## src/rtl/spi_cs_pkg.sv

```systemverilog
package spi_cs_pkg;

  typedef enum logic [1:0] {
    ST_IDLE    = 2'd0,
    ST_GAP     = 2'd1,
    ST_SHIFT   = 2'd2,
    ST_HOLDOFF = 2'd3
  } seq_state_t;

  // Another master drives the shared select while this block is not driving line 0
  function automatic logic is_mode_fault(input logic en, input logic ss_n, input logic cs0_n);
    return en & ~ss_n & cs0_n;
  endfunction

endpackage

```

## src/rtl/spi_cfg_bank.sv

```systemverilog
module spi_cfg_bank #(
  parameter int NUM_CS = 4,
  parameter int DLY_W  = 8,
  parameter int IDX_W  = 2
) (
  input  logic                    clk,
  input  logic                    rst_n,
  input  logic                    we,
  input  logic [IDX_W-1:0]        idx,
  input  logic                    hold,
  input  logic [DLY_W-1:0]        dly_xfer,
  input  logic [DLY_W-1:0]        dly_sel,
  output logic [NUM_CS-1:0]       hold_vec,
  output logic [NUM_CS*DLY_W-1:0] xfer_vec,
  output logic [NUM_CS*DLY_W-1:0] sel_vec
);

  for (genvar g = 0; g < NUM_CS; g++) begin : g_entry
    always_ff @(posedge clk or negedge rst_n) begin
      if (!rst_n) begin
        hold_vec[g]                 <= 1'b0;
        xfer_vec[g*DLY_W +: DLY_W]  <= '0;
        sel_vec[g*DLY_W +: DLY_W]   <= '0;
      end else if (we && idx == IDX_W'(g)) begin
        hold_vec[g]                 <= hold;
        xfer_vec[g*DLY_W +: DLY_W]  <= dly_xfer;
        sel_vec[g*DLY_W +: DLY_W]   <= dly_sel;
      end
    end
  end

endmodule

```

## src/rtl/spi_bit_engine.sv

```systemverilog
module spi_bit_engine #(
  parameter int DATA_W  = 8,
  parameter int SCK_DIV = 2
) (
  input  logic              clk,
  input  logic              rst_n,
  input  logic              start,
  input  logic              abort,
  input  logic [DATA_W-1:0] word,
  input  logic              miso,
  output logic              sck,
  output logic              mosi,
  output logic              done,
  output logic [DATA_W-1:0] rx_word
);

  localparam int DIV_W = (SCK_DIV > 1) ? $clog2(SCK_DIV) : 1;
  localparam int BIT_W = $clog2(DATA_W);

  logic [DIV_W-1:0]  div_q;
  logic [BIT_W-1:0]  bit_q;
  logic [DATA_W-1:0] tx_sh, rx_sh;
  logic              busy_q, sck_q;
  logic              tick;

  assign tick    = busy_q && (div_q == DIV_W'(SCK_DIV - 1));
  assign done    = tick && sck_q && (bit_q == BIT_W'(DATA_W - 1));
  assign sck     = sck_q;
  assign mosi    = busy_q & tx_sh[DATA_W-1];
  assign rx_word = rx_sh;

  always_ff @(posedge clk or negedge rst_n) begin
    if (!rst_n) begin
      div_q  <= '0;
      bit_q  <= '0;
      tx_sh  <= '0;
      rx_sh  <= '0;
      busy_q <= 1'b0;
      sck_q  <= 1'b0;
    end else if (abort) begin
      div_q  <= '0;
      bit_q  <= '0;
      busy_q <= 1'b0;
      sck_q  <= 1'b0;
    end else if (start) begin
      tx_sh  <= word;
      div_q  <= '0;
      bit_q  <= '0;
      busy_q <= 1'b1;
      sck_q  <= 1'b0;
    end else if (busy_q) begin
      if (tick) begin
        div_q <= '0;
        sck_q <= ~sck_q;
        if (!sck_q) begin
          rx_sh <= {rx_sh[DATA_W-2:0], miso};
        end else begin
          tx_sh <= {tx_sh[DATA_W-2:0], 1'b0};
          bit_q <= bit_q + 1'b1;
          if (done) busy_q <= 1'b0;
        end
      end else begin
        div_q <= div_q + 1'b1;
      end
    end
  end

endmodule

```

## src/rtl/spi_cs_fsm.sv

```systemverilog
module spi_cs_fsm
  import spi_cs_pkg::*;
#(
  parameter int NUM_CS = 4,
  parameter int DLY_W  = 8,
  parameter int IDX_W  = 2
) (
  input  logic                    clk,
  input  logic                    rst_n,
  input  logic                    en,
  input  logic                    abort,
  input  logic                    tx_full,
  input  logic [IDX_W-1:0]        tx_idx,
  input  logic [NUM_CS-1:0]       hold_vec,
  input  logic [NUM_CS*DLY_W-1:0] xfer_vec,
  input  logic [NUM_CS*DLY_W-1:0] sel_vec,
  input  logic                    xfer_done,
  output logic                    start,
  output logic                    cs_active,
  output logic [IDX_W-1:0]        cur_idx,
  output seq_state_t              state
);

  logic [DLY_W-1:0] cnt_q;
  logic             hold_cur;
  logic [DLY_W-1:0] xfer_cur;
  logic [DLY_W-1:0] sel_new;
  logic             same_peri;
  logic             cnt_zero;

  assign hold_cur  = hold_vec[cur_idx];
  assign xfer_cur  = xfer_vec[cur_idx*DLY_W +: DLY_W];
  assign sel_new   = sel_vec[tx_idx*DLY_W +: DLY_W];
  assign same_peri = (tx_idx == cur_idx);
  assign cnt_zero  = (cnt_q == '0);

  always_comb begin
    start = 1'b0;
    if (!abort) begin
      case (state)
        ST_IDLE:    start = en && tx_full && cs_active && same_peri;
        ST_GAP:     start = cnt_zero;
        ST_HOLDOFF: start = cnt_zero && tx_full && same_peri;
        default:    start = 1'b0;
      endcase
    end
  end

  always_ff @(posedge clk or negedge rst_n) begin
    if (!rst_n) begin
      state     <= ST_IDLE;
      cnt_q     <= '0;
      cs_active <= 1'b0;
      cur_idx   <= '0;
    end else if (abort) begin
      state     <= ST_IDLE;
      cnt_q     <= '0;
      cs_active <= 1'b0;
    end else begin
      case (state)
        ST_IDLE: begin
          if (en && tx_full) begin
            if (cs_active && same_peri) begin
              state <= ST_SHIFT;
            end else begin
              cs_active <= 1'b0;
              cnt_q     <= sel_new;
              state     <= ST_GAP;
            end
          end
        end
        ST_GAP: begin
          if (cnt_zero) begin
            state     <= ST_SHIFT;
            cs_active <= 1'b1;
            cur_idx   <= tx_idx;
          end else begin
            cnt_q <= cnt_q - 1'b1;
          end
        end
        ST_SHIFT: begin
          if (xfer_done) begin
            state <= ST_HOLDOFF;
            cnt_q <= xfer_cur;
          end
        end
        ST_HOLDOFF: begin
          if (cnt_zero) begin
            if (tx_full && same_peri) begin
              state <= ST_SHIFT;
            end else begin
              if (!hold_cur) cs_active <= 1'b0;
              state <= ST_IDLE;
            end
          end else begin
            cnt_q <= cnt_q - 1'b1;
          end
        end
        default: state <= ST_IDLE;
      endcase
    end
  end

endmodule

```

## src/rtl/spi_cs_sequencer.sv

```systemverilog
module spi_cs_sequencer
  import spi_cs_pkg::*;
#(
  parameter int NUM_CS  = 4,
  parameter int DATA_W  = 8,
  parameter int DLY_W   = 8,
  parameter int SCK_DIV = 2,
  localparam int IDX_W  = $clog2(NUM_CS)
) (
  input  logic              clk,
  input  logic              rst_n,
  input  logic              enable_set,
  input  logic              fault_clr,
  input  logic              cfg_we,
  input  logic [IDX_W-1:0]  cfg_idx,
  input  logic              cfg_hold,
  input  logic [DLY_W-1:0]  cfg_dly_xfer,
  input  logic [DLY_W-1:0]  cfg_dly_sel,
  input  logic              tx_we,
  input  logic [DATA_W-1:0] tx_data,
  input  logic [IDX_W-1:0]  tx_idx,
  output logic              tx_empty,
  output logic              enabled,
  output logic              mode_fault,
  input  logic              ss_n_in,
  output logic              sck,
  output logic              mosi,
  input  logic              miso,
  output logic [NUM_CS-1:0] cs_n,
  output logic              rx_valid,
  output logic [DATA_W-1:0] rx_data
);

  logic                    en_q, fault_q, full_q;
  logic [DATA_W-1:0]       hold_word;
  logic [IDX_W-1:0]        hold_idx;
  logic [NUM_CS-1:0]       hold_vec;
  logic [NUM_CS*DLY_W-1:0] xfer_vec, sel_vec;
  logic                    load_evt, fault_evt, xfer_done;
  logic                    cs_active;
  logic [IDX_W-1:0]        cur_idx;
  logic [DATA_W-1:0]       rx_word;
  seq_state_t              state;

  assign fault_evt  = is_mode_fault(en_q, ss_n_in, cs_n[0]);
  assign tx_empty   = ~full_q;
  assign enabled    = en_q;
  assign mode_fault = fault_q;

  for (genvar g = 0; g < NUM_CS; g++) begin : g_csdec
    assign cs_n[g] = ~(cs_active && (cur_idx == IDX_W'(g)));
  end

  always_ff @(posedge clk or negedge rst_n) begin
    if (!rst_n) begin
      en_q    <= 1'b0;
      fault_q <= 1'b0;
    end else if (fault_evt) begin
      en_q    <= 1'b0;
      fault_q <= 1'b1;
    end else begin
      if (fault_clr) fault_q <= 1'b0;
      if (enable_set && !fault_q) en_q <= 1'b1;
    end
  end

  always_ff @(posedge clk or negedge rst_n) begin
    if (!rst_n) begin
      full_q    <= 1'b0;
      hold_word <= '0;
      hold_idx  <= '0;
    end else if (fault_evt || load_evt) begin
      full_q <= 1'b0;
    end else if (tx_we && !full_q) begin
      full_q    <= 1'b1;
      hold_word <= tx_data;
      hold_idx  <= tx_idx;
    end
  end

  always_ff @(posedge clk or negedge rst_n) begin
    if (!rst_n) begin
      rx_valid <= 1'b0;
      rx_data  <= '0;
    end else begin
      rx_valid <= xfer_done & ~fault_evt;
      if (xfer_done && !fault_evt) rx_data <= rx_word;
    end
  end

  spi_cfg_bank #(.NUM_CS(NUM_CS), .DLY_W(DLY_W), .IDX_W(IDX_W)) u_cfg (
    .clk(clk), .rst_n(rst_n), .we(cfg_we), .idx(cfg_idx), .hold(cfg_hold),
    .dly_xfer(cfg_dly_xfer), .dly_sel(cfg_dly_sel),
    .hold_vec(hold_vec), .xfer_vec(xfer_vec), .sel_vec(sel_vec)
  );

  spi_cs_fsm #(.NUM_CS(NUM_CS), .DLY_W(DLY_W), .IDX_W(IDX_W)) u_fsm (
    .clk(clk), .rst_n(rst_n), .en(en_q), .abort(fault_evt), .tx_full(full_q),
    .tx_idx(hold_idx), .hold_vec(hold_vec), .xfer_vec(xfer_vec), .sel_vec(sel_vec),
    .xfer_done(xfer_done), .start(load_evt), .cs_active(cs_active),
    .cur_idx(cur_idx), .state(state)
  );

  spi_bit_engine #(.DATA_W(DATA_W), .SCK_DIV(SCK_DIV)) u_bits (
    .clk(clk), .rst_n(rst_n), .start(load_evt), .abort(fault_evt), .word(hold_word),
    .miso(miso), .sck(sck), .mosi(mosi), .done(xfer_done), .rx_word(rx_word)
  );

endmodule

```

## config.mk

```make
export PLATFORM = sky130hd
export DESIGN_NAME = spi_cs_sequencer
export DESIGN_NICKNAME = d
export VERILOG_FILES = /design/src/rtl/spi_cs_pkg.sv /design/src/rtl/spi_cfg_bank.sv /design/src/rtl/spi_bit_engine.sv /design/src/rtl/spi_cs_fsm.sv /design/src/rtl/spi_cs_sequencer.sv
export SDC_FILE = /design/constraint.sdc
export NUM_CORES = 1
export LEC_CHECK = 0
export BUFFER_PORTS_ARGS = -buffer_cell sky130_fd_sc_hd__buf_2
export CORE_ASPECT_RATIO = 0.8
export CORE_MARGIN = 1
export CORE_UTILIZATION = 30
export DETAILED_ROUTE_END_ITERATION = 16
export HOLD_SLACK_MARGIN = 0.06
export MAX_ROUTING_LAYER = met4
export PLACE_DENSITY = 0.47
export SLEW_MARGIN = 15
export SYNTH_ARGS = -nofsm -noshare
export SYNTH_HDL_FRONTEND = slang
export SYNTH_SLANG_ARGS = --single-unit
export TNS_END_PERCENT = 10
```

## constraint.sdc

```tcl
create_clock -name clk -period 7.2 [get_ports clk]
set_input_delay 0 -clock clk [delete_from_list [all_inputs] [get_ports clk]]
set_output_delay 0 -clock clk [all_outputs]
set_load 0.05 [all_outputs]
```

-- Word level (Yosys, flattened, before mapping)
Index checks and enable logic that the tools add are counted.
- bits in registers: 125
- input port bits: 37
- word-level logic and storage cells: 172
- $add $sub $neg: 3
- order comparisons: 1
- eq/ne operators: 19
- shifts and indexed selects: 2
- muxes and demuxes: 55
- bitwise logic cells: 14
- reduce and logical (&&, ||, !) cells: 49
- operator list (kind ; number):
    8-bit two-way mux ; 9
    32-bit by 6-bit indexed part select with 8-bit output ; 2
    1-bit two-way mux ; 29
    8-bit case mux with 3 select lines ; 1
    1-bit logical AND ; 21
    3-bit two-way mux ; 5
    3-bit inequality test (second input constant) ; 5
    2-bit two-way mux ; 7
    2-bit == test (second input constant) ; 6
    4-bit AND reduction ; 3
    2-bit nonzero test ; 6
    1-bit inverter ; 10
    3-bit by 2-bit inequality test with 1-bit output (second input constant) ; 3
    3-bit nonzero test ; 3
    8-bit zero test ; 1
    2-bit case mux with 4 select lines ; 1
    8-bit by 1-bit subtractor with 8-bit output (second input constant) ; 1
    7-bit AND reduction ; 1
    2-bit by 1-bit == test with 1-bit output (second input constant) ; 3
    2-bit zero test ; 3
    1-bit case mux with 3 select lines ; 2
    3-bit AND reduction ; 2
    5-bit AND reduction ; 1
    1-bit AND ; 4
    other kinds (11) ; 14

-- Depth between registers and ports, before layout
- depth in word-level cells: 9
- gate-level depth with buffers: 9
- gate-level depth less buffers: 7

-- Modules after synthesis
Synthesis repeated with hierarchy kept, for this count alone.
- cells, all modules: 413
- area total of the unflattened synthesis: 5944.5 µm²
- modules (own cells, without submodules) (module ; times used ; cells each ; area each (µm²)):
    spi_cfg_bank ; 1 ; 144 ; 2557.5
    spi_cs_fsm ; 1 ; 137 ; 1526.5
    spi_bit_engine ; 1 ; 73 ; 984.7
    spi_cs_sequencer ; 1 ; 59 ; 875.8

-- Worst setup path after synthesis
Ideal clock, no wire load.
- kind: register -> register
- start: register u_fsm.state[0]
- end: register hold_idx[0]
- library setup time: 0.125 ns
- arrival: 2.133 ns
- slack: 4.941 ns
- stages on the path, launching flop included: 8
- cells stage by stage: dfrtp_1 -> inv_1 -> ha_1 -> or4_4 -> o22a_1 -> and4_4 -> buf_6 -> mux2_4
- word-level cells in the longest chain between the ends: 6
- elaborated cells on any way between the ends: 8
- classes of those cells: eq/ne: 2; mux: 2; bitwise: 1; reduce/logical: 3
- RTL lines (item ; line ; RTL):
    start, declared ; spi_cs_fsm.sv:21 ; output seq_state_t state
    start signal, assigned ; spi_cs_fsm.sv:51 ; state <= ST_IDLE;
    start signal, assigned ; spi_cs_fsm.sv:56 ; state <= ST_IDLE;
    start signal, assigned ; spi_cs_fsm.sv:64 ; state <= ST_SHIFT;
    2-bit == test, or another cell as far along ; spi_cs_fsm.sv:40 ; case (state)
    1-bit case mux with 3 select lines (*) ; spi_cs_fsm.sv:40 ;
    1-bit two-way mux (*) ; spi_cs_fsm.sv:39 ; if (!abort) begin
    1-bit logical OR (*) ; spi_cs_sequencer.sv:72 ; end else if (fault_evt || load_evt) begin
    1-bit inverter (no line) (*) ; -- ;
    2-bit AND reduction (no line) (*) ; -- ;
    end signal, assigned ; spi_cs_sequencer.sv:77 ; hold_idx <= tx_idx;
    end, declared ; spi_cs_sequencer.sv:36 ; logic [IDX_W-1:0] hold_idx;
Every way passes the cells marked *; elsewhere a longest branch is shown, timed or not.
A chain may end at the register's enable or synchronous reset.

-- Worst setup path in the final report
- start: register u_fsm.cur_idx[0]
- end: register u_fsm.cnt_q[7]
- word-level cells in the longest chain between the ends: 6
- elaborated cells on any way between the ends: 15
- classes of those cells: eq/ne: 5; shift: 1; mux: 3; bitwise: 2; reduce/logical: 4
- RTL lines (item ; line ; RTL):
    start, declared ; spi_cs_fsm.sv:20 ; output logic [IDX_W-1:0] cur_idx,
    start signal, assigned ; spi_cs_fsm.sv:76 ; cur_idx <= tx_idx;
    parallel branches: the longest is 6 deep, another holds 32-bit by 6-bit indexed part select with 8-bit output ; -- ;
    end signal, assigned ; spi_cs_fsm.sv:67 ; cnt_q <= sel_new;
    end signal, assigned ; spi_cs_fsm.sv:78 ; cnt_q <= cnt_q - 1'b1;
    end signal, assigned ; spi_cs_fsm.sv:96 ; cnt_q <= cnt_q - 1'b1;
    end, declared ; spi_cs_fsm.sv:24 ; logic [DLY_W-1:0] cnt_q;
Parallel ways; which one is timed is not known. The select of a mux whose other input is x is not followed.

==> run metrics <==
outcome complete, no violations; Post-CTS Setup Inserts 0; vias in the first global route between 3,000 and 4,000; clk_skew around 0.0093 ns; post-route cell area 0.007357 mm2; Mapped Nets about 480; clk buf depth 2; R2R cell count 5; initial detailed-routing violation count 232; Yosys reg bits 125; Final Routed Wirelength ~13,000 um; LEAKAGE 3.220 nW; CP cell instances nor3b_2 > nor2_2 > o22ai_2 > o21ai_0 > o41ai_1; nets between 500 and 600; Cell Pwr Density 391.7 mW/mm2; Crit Path Max Fanout 24; Post-synth EDFFs 0; Mapped Cells 430; Fillers 1,852; number of port buffers 54; endpoints failing setup 0; post-cts resize count 0; reg2reg start u_fsm.cur_idx[0]; register area 0.003128 mm2; Num CTS Buffers 17; Placed Instance Area around 0.0064 mm2; Peak supply drop 0.0001345 V; WL/cell 16.94 um; gpl congestion roughly 0.85; Synthesis Warnings 0; sequential fraction of the synthesis area 52.95%; Post-DRT Antenna Nets 0; num rows 45; Mapped Area slightly below 0.006 mm2; WP buf/inv 0; CP peak stage delay roughly 0.9 ns; highest clock rate ~0.34 GHz; routed vias 3,866; Hold Vio Cnt, Final 0; syn avg cell area 13.74 um2; worst setup margin 4.243 ns; first-pass GRT wire length 22,090 um; DR pass1 iterations 5; total placed cells including tap cells 725; GRT overflow 0; clk sink count 125; Most Crowded Layer GR met1; Worst Setup End Kind flop; worst r2r dst u_fsm.cnt_q[7]; starting density of the core 30.86%; CTS tree yes; Startpoint Class flop; num ports 55; Tightest Hold Check Type input port to flop; Worst Hold End enabled; Fin Hold WS between 0.2 and 0.25 ns; RSZ-0062 raised after global routing false; CTS clock-pin slew for the worst setup and hold paths 0.05 ns; Setup TNS 0 ns; Post-DP HPWL a little under 9000 um; Worst Tran Pin Value about 1.1 ns; Die Span Y 127.5 um; Multi-input gate area 0.002613 mm2; period utilisation layout 41.07%; Worst Hold Depth 4; Clk Latency, worst-skew pair 0.42 ns; Crit Path Category flop to flop; fin cells 789; Max-Cap Viols 0; reg2reg setup slack 4.24 ns; # H-tree levels 4; CTS Root Cell clkbuf_16; Global Route Usage Sum approximately 15%; Place WS 4.246 ns; Rel. slew slack 26.10%; largest delay contributor family on the critical path simple AND/OR/NAND/NOR gates; ant diodes 0; DRC Markers 0; CP max stage cell dfrtp_1; share of layout cells above drive strength 1 40.30%; Worst Path Arrival ~3.2 ns; Async SR Flop Fraction 100.0%; initial antenna violation count 0; Main synth FF type dfrtp_1; area delta synth->final 24.55%; number of library cell types mapped by synthesis between 50 and 60; vias per inst 4.900; M1 GR Usage between 20 and 25%; Die W around 160 um; Crit path required time ~7.5 ns; CORE AREA 0.01914 mm2; GR Util met3 3.864%; Die Area 0.02026 mm2; Hold Startpoint ss_n_in; Tmin final around 3 ns; met2 usage 20.36%; largest net degree at the start of global routing just over 70; Slew Limit Fails 0
[layout by cell type (no fill, tap or decap), types with 3 or more instances in the layout]
cell type | Yosys | final
dfrtp_1 | 125 | 125
mux2_2 | 86 | 86
buf_2 | 5 | 53
dlygate4sd3_1 | 0 | 32
inv_1 | 17 | 17
mux4_2 | 17 | 17
clkbuf_16 | 0 | 17
nor3_1 | 16 | 16
nor2_1 | 16 | 15
nand2_1 | 14 | 14
mux2_4 | 10 | 10
ha_1 | 9 | 9
a211oi_1 | 7 | 7
a221oi_1 | 7 | 7
o21ai_0 | 6 | 6
nor2b_1 | 6 | 6
o41ai_1 | 6 | 6
nand4_1 | 5 | 5
nand3_1 | 5 | 5
nand3b_1 | 5 | 5
mux2i_1 | 5 | 5
buf_4 | 1 | 5
a21oi_1 | 4 | 4
xor2_1 | 4 | 4
bufinv_16 | 0 | 4
clkinv_2 | 0 | 4
clkinvlp_4 | 0 | 4
nand2b_1 | 3 | 3
clkbuf_1 | 11 | 3
[layout make-up]
cell class                      instances  share of cell area (%)
Timing Repair Buffer                   90                   8.469
Tap cell                              258                   4.388
Multi-Input combinational cell        267                   35.51
Inverter                               17                  0.8673
Clock inverter                         12                   2.313
Clock buffer                           20                   5.935
Sequential cell                       125                   42.52
[what timing repair did]
action | CTS | global route
setup endpoints to repair | 0 | 0
endpoints found under the hold margin | 152 | 0
hold buffers | 32 | 0
[logic make-up (layout without fill, tap and decap cells)]
| kind of cell | Yosys count | count (layout) | synth area share (%) |
|---|---|---|---|
| xor gates and xnor gates | 8 | 8 | 1.440 |
| and+or+nand+nor | 84 | 84 | 8.134 |
| adders and majority gates | 9 | 9 | 1.906 |
| AOI/OAI and AO/OA | 48 | 48 | 6.439 |
| DFF | 125 | 125 | 52.95 |
| buffers and inverters | 38 | 139 | 2.859 |
| muxes | 118 | 118 | 26.27 |
[metrics by stage]
| stage | utilization (%) | total power [W] |
|---|---|---|
| floorplan | - | 0.001754 |
| global placement | 33.59 | 0.001980 |
| detailed placement | 33.59 | 0.001991 |
| CTS | 38.43 | 0.002909 |
| global route | 38.43 | 0.003054 |
| finish | 38.43 | 0.002881 |
[worst register-to-register path, stage by stage, from the launching register on]
cell and delay, ns:
dfrtp_1 0.88, nor3b_2 0.16, nor2_2 0.88, o22ai_2 0.41, o21ai_0 0.34, o41ai_1 0.12
[Yosys cell counts, drive strengths merged, types with 2 or more instances]
master	instances	share of area [%]
mux2	96	19
a31oi	3	0.42
nor3	16	1.4
nor2	17	1.1
nor3b	3	0.55
o22ai	2	0.42
nor2b	6	0.64
nand2b	3	0.32
nand3	5	0.42
a22o	2	0.30
a21o	2	0.25
inv	17	1.1
nand2	14	0.89
o21ai	6	0.51
nor4	2	0.47
xor2	4	0.59
a21oi	4	0.34
nand3b	5	0.64
mux2i	5	0.85
xnor2	4	0.85
ha	9	1.9
o41ai	6	0.89
buf	9	1.0
clkbuf	12	0.78
a211oi	7	0.89
nand4	5	0.53
mux4	17	6.5
a221oi	7	1.0
dfrtp	125	53
or2	2	0.21
[flip-flops by register name, summed over array words and instances, names as in the netlist]
register         flops
u_cfg.xfer_vec      32
rx_valid             1
u_fsm.cs_active      1
u_fsm.cnt_q          8
u_bits.tx_sh         8
rx_data              8
hold_idx             2
full_q               1
u_fsm.state          2
mode_fault           1
u_fsm.cur_idx        2
u_bits.bit_q         3
u_bits.div_q         1
u_cfg.sel_vec       32
u_cfg.hold_vec       4
u_bits.busy_q        1
enabled              1
u_bits.sck           1
u_bits.rx_word       8
hold_word            8
[power by group]
part	internal [W]	switching [W]
sequential	0.000888	0.000159
combinational	0.000453	0.000495
clock	0.000576	0.000310
[how the worst max path moves through the flow]
| stage | slack, ns | cells after the start | end | start |
|---|---|---|---|---|
| final | 4.24 | 5 | u_fsm.cnt_q[7] | u_fsm.cur_idx[0] |
| after global routing | 3.91 | 4 | u_fsm.cnt_q[4] | u_fsm.cur_idx[0] |
| after CTS | 4.26 | 5 | u_fsm.cnt_q[7] | u_fsm.cur_idx[0] |
| after detailed placement | 4.25 | 5 | u_fsm.cnt_q[7] | u_fsm.cur_idx[0] |
| after global placement | 4.32 | 5 | u_fsm.cnt_q[7] | u_fsm.cur_idx[0] |
| after floorplan | 4.94 | 7 | hold_idx[0] | u_fsm.state[0] |
[routing by layer]
metal	up-vias	share of wire [%]
met4	0	1.5
met2	86	43
met5	-	0
li1	1784	-
met1	1981	52
met3	15	3.9
(Power assumes the default switching activity.)
